[config.mk]
export PLATFORM = sky130hd
export DESIGN_NAME = entropy_fold_conditioner
export DESIGN_NICKNAME = d
export VERILOG_FILES = /design/src/rtl/efc_pkg.sv /design/src/rtl/chain_combiner.sv /design/src/rtl/pair_extractor.sv /design/src/rtl/fold_buffer.sv /design/src/rtl/entropy_fold_conditioner.sv
export SDC_FILE = /design/constraint.sdc
export NUM_CORES = 1
export LEC_CHECK = 0
export BUFFER_PORTS_ARGS = -buffer_cell sky130_fd_sc_hd__buf_2
export CAP_MARGIN = 40
export CORE_MARGIN = 2
export CORE_UTILIZATION = 37
export DETAILED_ROUTE_END_ITERATION = 6
export GPL_TIMING_DRIVEN = 0
export SYNTH_ARGS = -nofsm -noshare
export SYNTH_HDL_FRONTEND = slang
export SYNTH_SLANG_ARGS = --single-unit
export TNS_END_PERCENT = 1
[constraint.sdc]
create_clock -name clk -period 2.3 [get_ports clk]
set_input_delay 0.23 -clock clk [delete_from_list [all_inputs] [get_ports clk]]
set_output_delay 0.23 -clock clk [all_outputs]
set_load 0.05 [all_outputs]
[src/rtl/efc_pkg.sv]
package efc_pkg;
   localparam int unsigned MAX_CHAINS = 8;

   function automatic logic [63:0] rotl_one(input logic [63:0] v, input int unsigned w);
      logic [63:0] r;
      r = '0;
      for (int unsigned i = 0; i < 64; i++) begin
         if (i < w) r[(i + 1) % w] = v[i];
      end
      return r;
   endfunction
endpackage

[src/rtl/chain_combiner.sv]
module chain_combiner #(
   parameter int unsigned NCHAIN = 4
) (
   input  logic [NCHAIN-1:0] chains,
   output logic              mixed
);
   generate
      if (NCHAIN == 1) begin : g_single
         assign mixed = chains[0];
      end else begin : g_multi
         assign mixed = ^chains;
      end
   endgenerate
endmodule

[src/rtl/pair_extractor.sv]
module pair_extractor (
   input  logic clk,
   input  logic rst_n,
   input  logic smp_valid,
   input  logic smp_bit,
   output logic acc_valid,
   output logic acc_bit
);
   logic have_first;
   logic first_bit;

   always_ff @(posedge clk or negedge rst_n) begin
      if (!rst_n) begin
         have_first <= 1'b0;
         first_bit  <= 1'b0;
      end else if (smp_valid) begin
         have_first <= ~have_first;
         if (!have_first) first_bit <= smp_bit;
      end
   end

   assign acc_valid = smp_valid & have_first & (first_bit ^ smp_bit);
   assign acc_bit   = first_bit;
endmodule

[src/rtl/fold_buffer.sv]
module fold_buffer #(
   parameter int unsigned WORD_W = 16,
   localparam int unsigned CNT_W = $clog2(WORD_W + 1)
) (
   input  logic              clk,
   input  logic              rst_n,
   input  logic              acc_valid,
   input  logic              acc_bit,
   input  logic              rd_strobe,
   output logic              word_ready,
   output logic [WORD_W-1:0] word_out,
   output logic [CNT_W-1:0]  fill_cnt
);
   import efc_pkg::*;

   localparam logic [CNT_W-1:0] FULL = CNT_W'(WORD_W);

   logic [WORD_W-1:0] acc_word;
   logic [WORD_W-1:0] folded;
   logic              take;

   assign word_ready = (fill_cnt == FULL);
   assign take       = rd_strobe & word_ready;
   assign folded     = rotl_one(64'(acc_word), WORD_W)[WORD_W-1:0] ^ {{(WORD_W-1){1'b0}}, acc_bit};
   assign word_out   = word_ready ? acc_word : '0;

   always_ff @(posedge clk or negedge rst_n) begin
      if (!rst_n) begin
         acc_word <= '0;
         fill_cnt <= '0;
      end else if (take) begin
         acc_word <= {{(WORD_W-1){1'b0}}, acc_valid & acc_bit};
         fill_cnt <= {{(CNT_W-1){1'b0}}, acc_valid};
      end else if (acc_valid) begin
         acc_word <= folded;
         if (fill_cnt != FULL) fill_cnt <= fill_cnt + 1'b1;
      end
   end
endmodule

[src/rtl/entropy_fold_conditioner.sv]
module entropy_fold_conditioner #(
   parameter int unsigned NCHAIN = 4,
   parameter int unsigned WORD_W = 16
) (
   input  logic              clk,
   input  logic              rst_n,
   input  logic              raw_valid,
   input  logic [NCHAIN-1:0] raw_bits,
   input  logic              rd_strobe,
   output logic              word_ready,
   output logic [WORD_W-1:0] word_out
);
   import efc_pkg::*;

   localparam int unsigned CNT_W = $clog2(WORD_W + 1);

   generate
      if (NCHAIN < 1 || NCHAIN > MAX_CHAINS) begin : g_bad_chains
         $error("entropy_fold_conditioner: NCHAIN out of range 1..8");
      end
      if (WORD_W < 2 || WORD_W > 64) begin : g_bad_width
         $error("entropy_fold_conditioner: WORD_W out of range 2..64");
      end
   endgenerate

   logic             smp_bit;
   logic             acc_valid;
   logic             acc_bit;
   logic [CNT_W-1:0] fill_cnt;

   chain_combiner #(.NCHAIN(NCHAIN)) u_mix (
      .chains(raw_bits),
      .mixed (smp_bit)
   );

   pair_extractor u_ext (
      .clk      (clk),
      .rst_n    (rst_n),
      .smp_valid(raw_valid),
      .smp_bit  (smp_bit),
      .acc_valid(acc_valid),
      .acc_bit  (acc_bit)
   );

   fold_buffer #(.WORD_W(WORD_W)) u_buf (
      .clk       (clk),
      .rst_n     (rst_n),
      .acc_valid (acc_valid),
      .acc_bit   (acc_bit),
      .rd_strobe (rd_strobe),
      .word_ready(word_ready),
      .word_out  (word_out),
      .fill_cnt  (fill_cnt)
   );
endmodule

==> results.py <==
metrics = {
    "critical_path": {
        "path_class": "reg -> out",
        "worstPathRequired_ps": 2070,
        "rr_worst_depth": 7,
        "worstReg2RegEnd": "u_buf.acc_word[3]",
        "slowest_delay_ps": 420,
        "path_cells": "inv_1 -> ha_1 -> and4bb_2 -> clkbuf_2 -> and2_1 -> buf_2",
        "r2r-start": "u_buf.fill_cnt[0]",
        "path_buf_inv": 3,
        "crit_path_end_kind": "primary output",
        "arrival_ps": 1920,
        "startpoint_type": "flip-flop",
        "cp_max_fo": 10,
        "crit_family": "buffers and inverters",
        "crit_slowest_cell": "dfrtp_1",
        "crit_cells": 6,
        "rrSetupSlack_ps": 300,
    },
    "clock_network": {
        "cts_made_buffers": 3,
        "clk_pin_slew_ps": 120,
        "cts_tree": "yes",
        "htreeDepth": 1,
        "cts_root_buf": "clkbuf_4",
        "cts_sinks": 23,
        "worstSkewPairLatency_ps": 300,
        "clk_path_buf_depth": 2,
    },
    "power": {
        "power.density_nw_per_um2": 936,
        "max-vdd-ir-drop_mv": 0.415,
        "total_leakage_power_nw": 0.693,
        "finalPower_mw": 1.42,
    },
    "final_layout": {
        "drive_above_1_share": 0.228,
        "fin_cells": 208,
        "nets": 173,
        "n_antenna_cell": 0,
        "syn2layout_area_growth_pct": 19.4,
    },
    "logic_synthesis": {
        "synth.distinct_cells": 28,
        "synth_area_per_cell_um2": 9.56,
        "synth_compound_area_frac": 0.160,
        "yosys.area_share.simple": 0.211,
        "synth.area.mux_share": 0.0335,
        "netlist_area_um2": 1270,
        "yosysWarnings": 0,
        "ys_top_cells_by_area": "dfrtp_1 (45%), and2_1 (8.9%), nand3_1 (7.5%)",
        "synth_top_family_by_area": "simple AND/OR/NAND/NOR gates",
        "synthAdderAreaFrac": 0.0197,
        "ys_ff_latch": 23,
        "yosysSeqAreaShare": 0.453,
        "synth_cells": 133,
        "synth_fp_nets": 143,
        "synth_xor_area_frac": 0.0856,
        "synth_top_area_frac": 0.453,
        "synth.largest_area_cell": "dfrtp_1",
    },
    "die": {
        "die_h_um": 62.6,
        "core.rowCount": 21,
        "die_x_um": 62.6,
        "die_area_um2": 3920,
        "io_pins": 25,
        "core_um2": 3310,
        "start_util": 0.384,
    },
    "hold_path": {
        "hold_start": "raw_valid",
        "hold_end": "u_ext.have_first",
        "hold_path_class": "in -> reg",
        "holdPathStages": 2,
    },
    "placement": {
        "dpl.hpwl_um": 1930,
        "numPlacedInstances": 203,
        "port-buffer-count": 24,
        "finalWeightedCongestion": 0.751,
    },
    "timing": {
        "setup_viol": 0,
        "min_period_ps": 2150,
        "tightestPinTransition_ps": 522,
        "setup_tns_ps": 0,
        "fin_crit_sh": 0.935,
        "clock.fmax_ghz": 0.465,
        "rsz0062_at_grt": "no",
        "hold_slack_ps": 150,
        "slew_violations": 0,
        "clock_skew_ps": 2.42,
        "hold_viol_final": 0,
        "slew_headroom": 0.652,
    },
    "global_route": {
        "overflow": 0,
        "antenna_found_initial": 0,
        "grt_pass1_wl_um": 4910,
        "grt_pass1_vias": 1088,
        "grt_util_all_layers": 0.152,
        "grt_max_degree": 24,
    },
    "routing": {
        "drtIter0Drc": 66,
        "route.vias.total": 1075,
        "drt_first_pass_iters": 4,
        "viasPerCell": 5.17,
        "drc": 0,
        "wl_um": 2740,
        "wire_per_inst_um": 13.2,
        "drtAntennaViolNets": 0,
    },
    "run": {
        "max_cap_violations": 0,
    },
    "outcome": {
        "status": "completed",
    },
}
## flip-flops by register name (all words and copies together), names as in the netlist
signal / flops
u_ext.acc_bit: 1
u_buf.acc_word: 16
u_ext.have_first: 1
u_buf.fill_cnt: 5
## report_power, final
part | switching [mW] | internal (mW) | leakage [nW]
combinational | 0.357 | 0.231 | 0.380
clock | 0.118 | 0.0676 | 0.0150
sequential | 0.111 | 0.537 | 0.298
total | 0.585 | 0.836 | 0.693
## synthesized netlist by cell type, drive strengths merged
master / number
a21boi: 1
a21oi: 17
a221oi: 1
a31oi: 1
and2: 18
and4bb: 1
buf: 1
clkbuf: 8
dfrtp: 23
ha: 2
inv: 3
mux2: 2
mux2i: 2
nand2: 4
nand2b: 1
nand3: 19
nor2: 3
nor3: 2
o21ai: 15
o31ai: 1
xnor2: 4
xnor3: 1
xor2: 2
xor3: 1
## cells in the final DEF, fill, tap and decap left out, drive strengths merged, types with 2 or more instances in the layout
cell type  instances
and2              18
nand2              4
buf               13
nor3               2
xor2               2
inv                3
nand3             19
o21ai             15
xnor2              4
nor2               3
a21oi             17
mux2               2
dfrtp             23
mux2i              2
clkbuf            24
ha                 2
## how the worst max path moves through the flow
| stage | from | end | slack (ps) |
|---|---|---|---|
| after floorplan | u_buf.fill_cnt[0] | word_out[10] | 70 |
| after global placement | u_buf.fill_cnt[0] | word_out[13] | 350 |
| after detailed placement | u_buf.fill_cnt[0] | word_out[12] | 320 |
| after CTS | u_buf.fill_cnt[0] | word_out[15] | 10 |
| after global routing | u_buf.fill_cnt[0] | word_out[1] | 4 |
| final | u_buf.fill_cnt[0] | word_out[3] | 150 |
## timing repair
item,4_1_cts,5_1_grt
buffers inserted,0,0
hold buffers,1,0
resized for setup,1,14
endpoints found under the setup margin,9,16
endpoints found under the hold margin,23,0
## kinds of logic (layout without fill, tap and decap cells)
group / after synthesis / count (layout)
mux: 4 / 4
xor+xnor: 8 / 8
fa+ha+maj: 2 / 2
buf+inv: 12 / 41
simple gates: 48 / 48
flops: 23 / 23
compound gates: 36 / 36
## metrics by stage
step | utilization | worst slack, ps | area [um2]
2_1_floorplan | - | 71.6 | 1270
3_3_place_gp | 0.438 | 353 | 1450
3_5_place_dp | 0.438 | 322 | 1450
4_1_cts | 0.449 | 11.6 | 1490
5_1_grt | 0.458 | 4.20 | 1520
6_report | 0.458 | 151 | 1520
## final cells by class
type,instances,area (um2)
inverters,3,11.3
well taps,46,57.6
clock buffers,4,26.3
plain buffers,9,38.8
flip-flops and latches,23,576
multi-input cells,98,648
repair buffers,25,160
fillers,346,1790
## per-layer routing
| metal | vias to the layer above | track usage | wire [um] |
|---|---|---|---|
| li1 | 523 | - | - |
| met1 | 540 | 0.211 | 1260 |
| met2 | 12 | 0.258 | 1410 |
| met3 | 0 | 0.0162 | 66 |
| met4 | 0 | 0.0333 | 0 |
| met5 | - | 0 | 0 |
(Power assumes the default switching activity.)
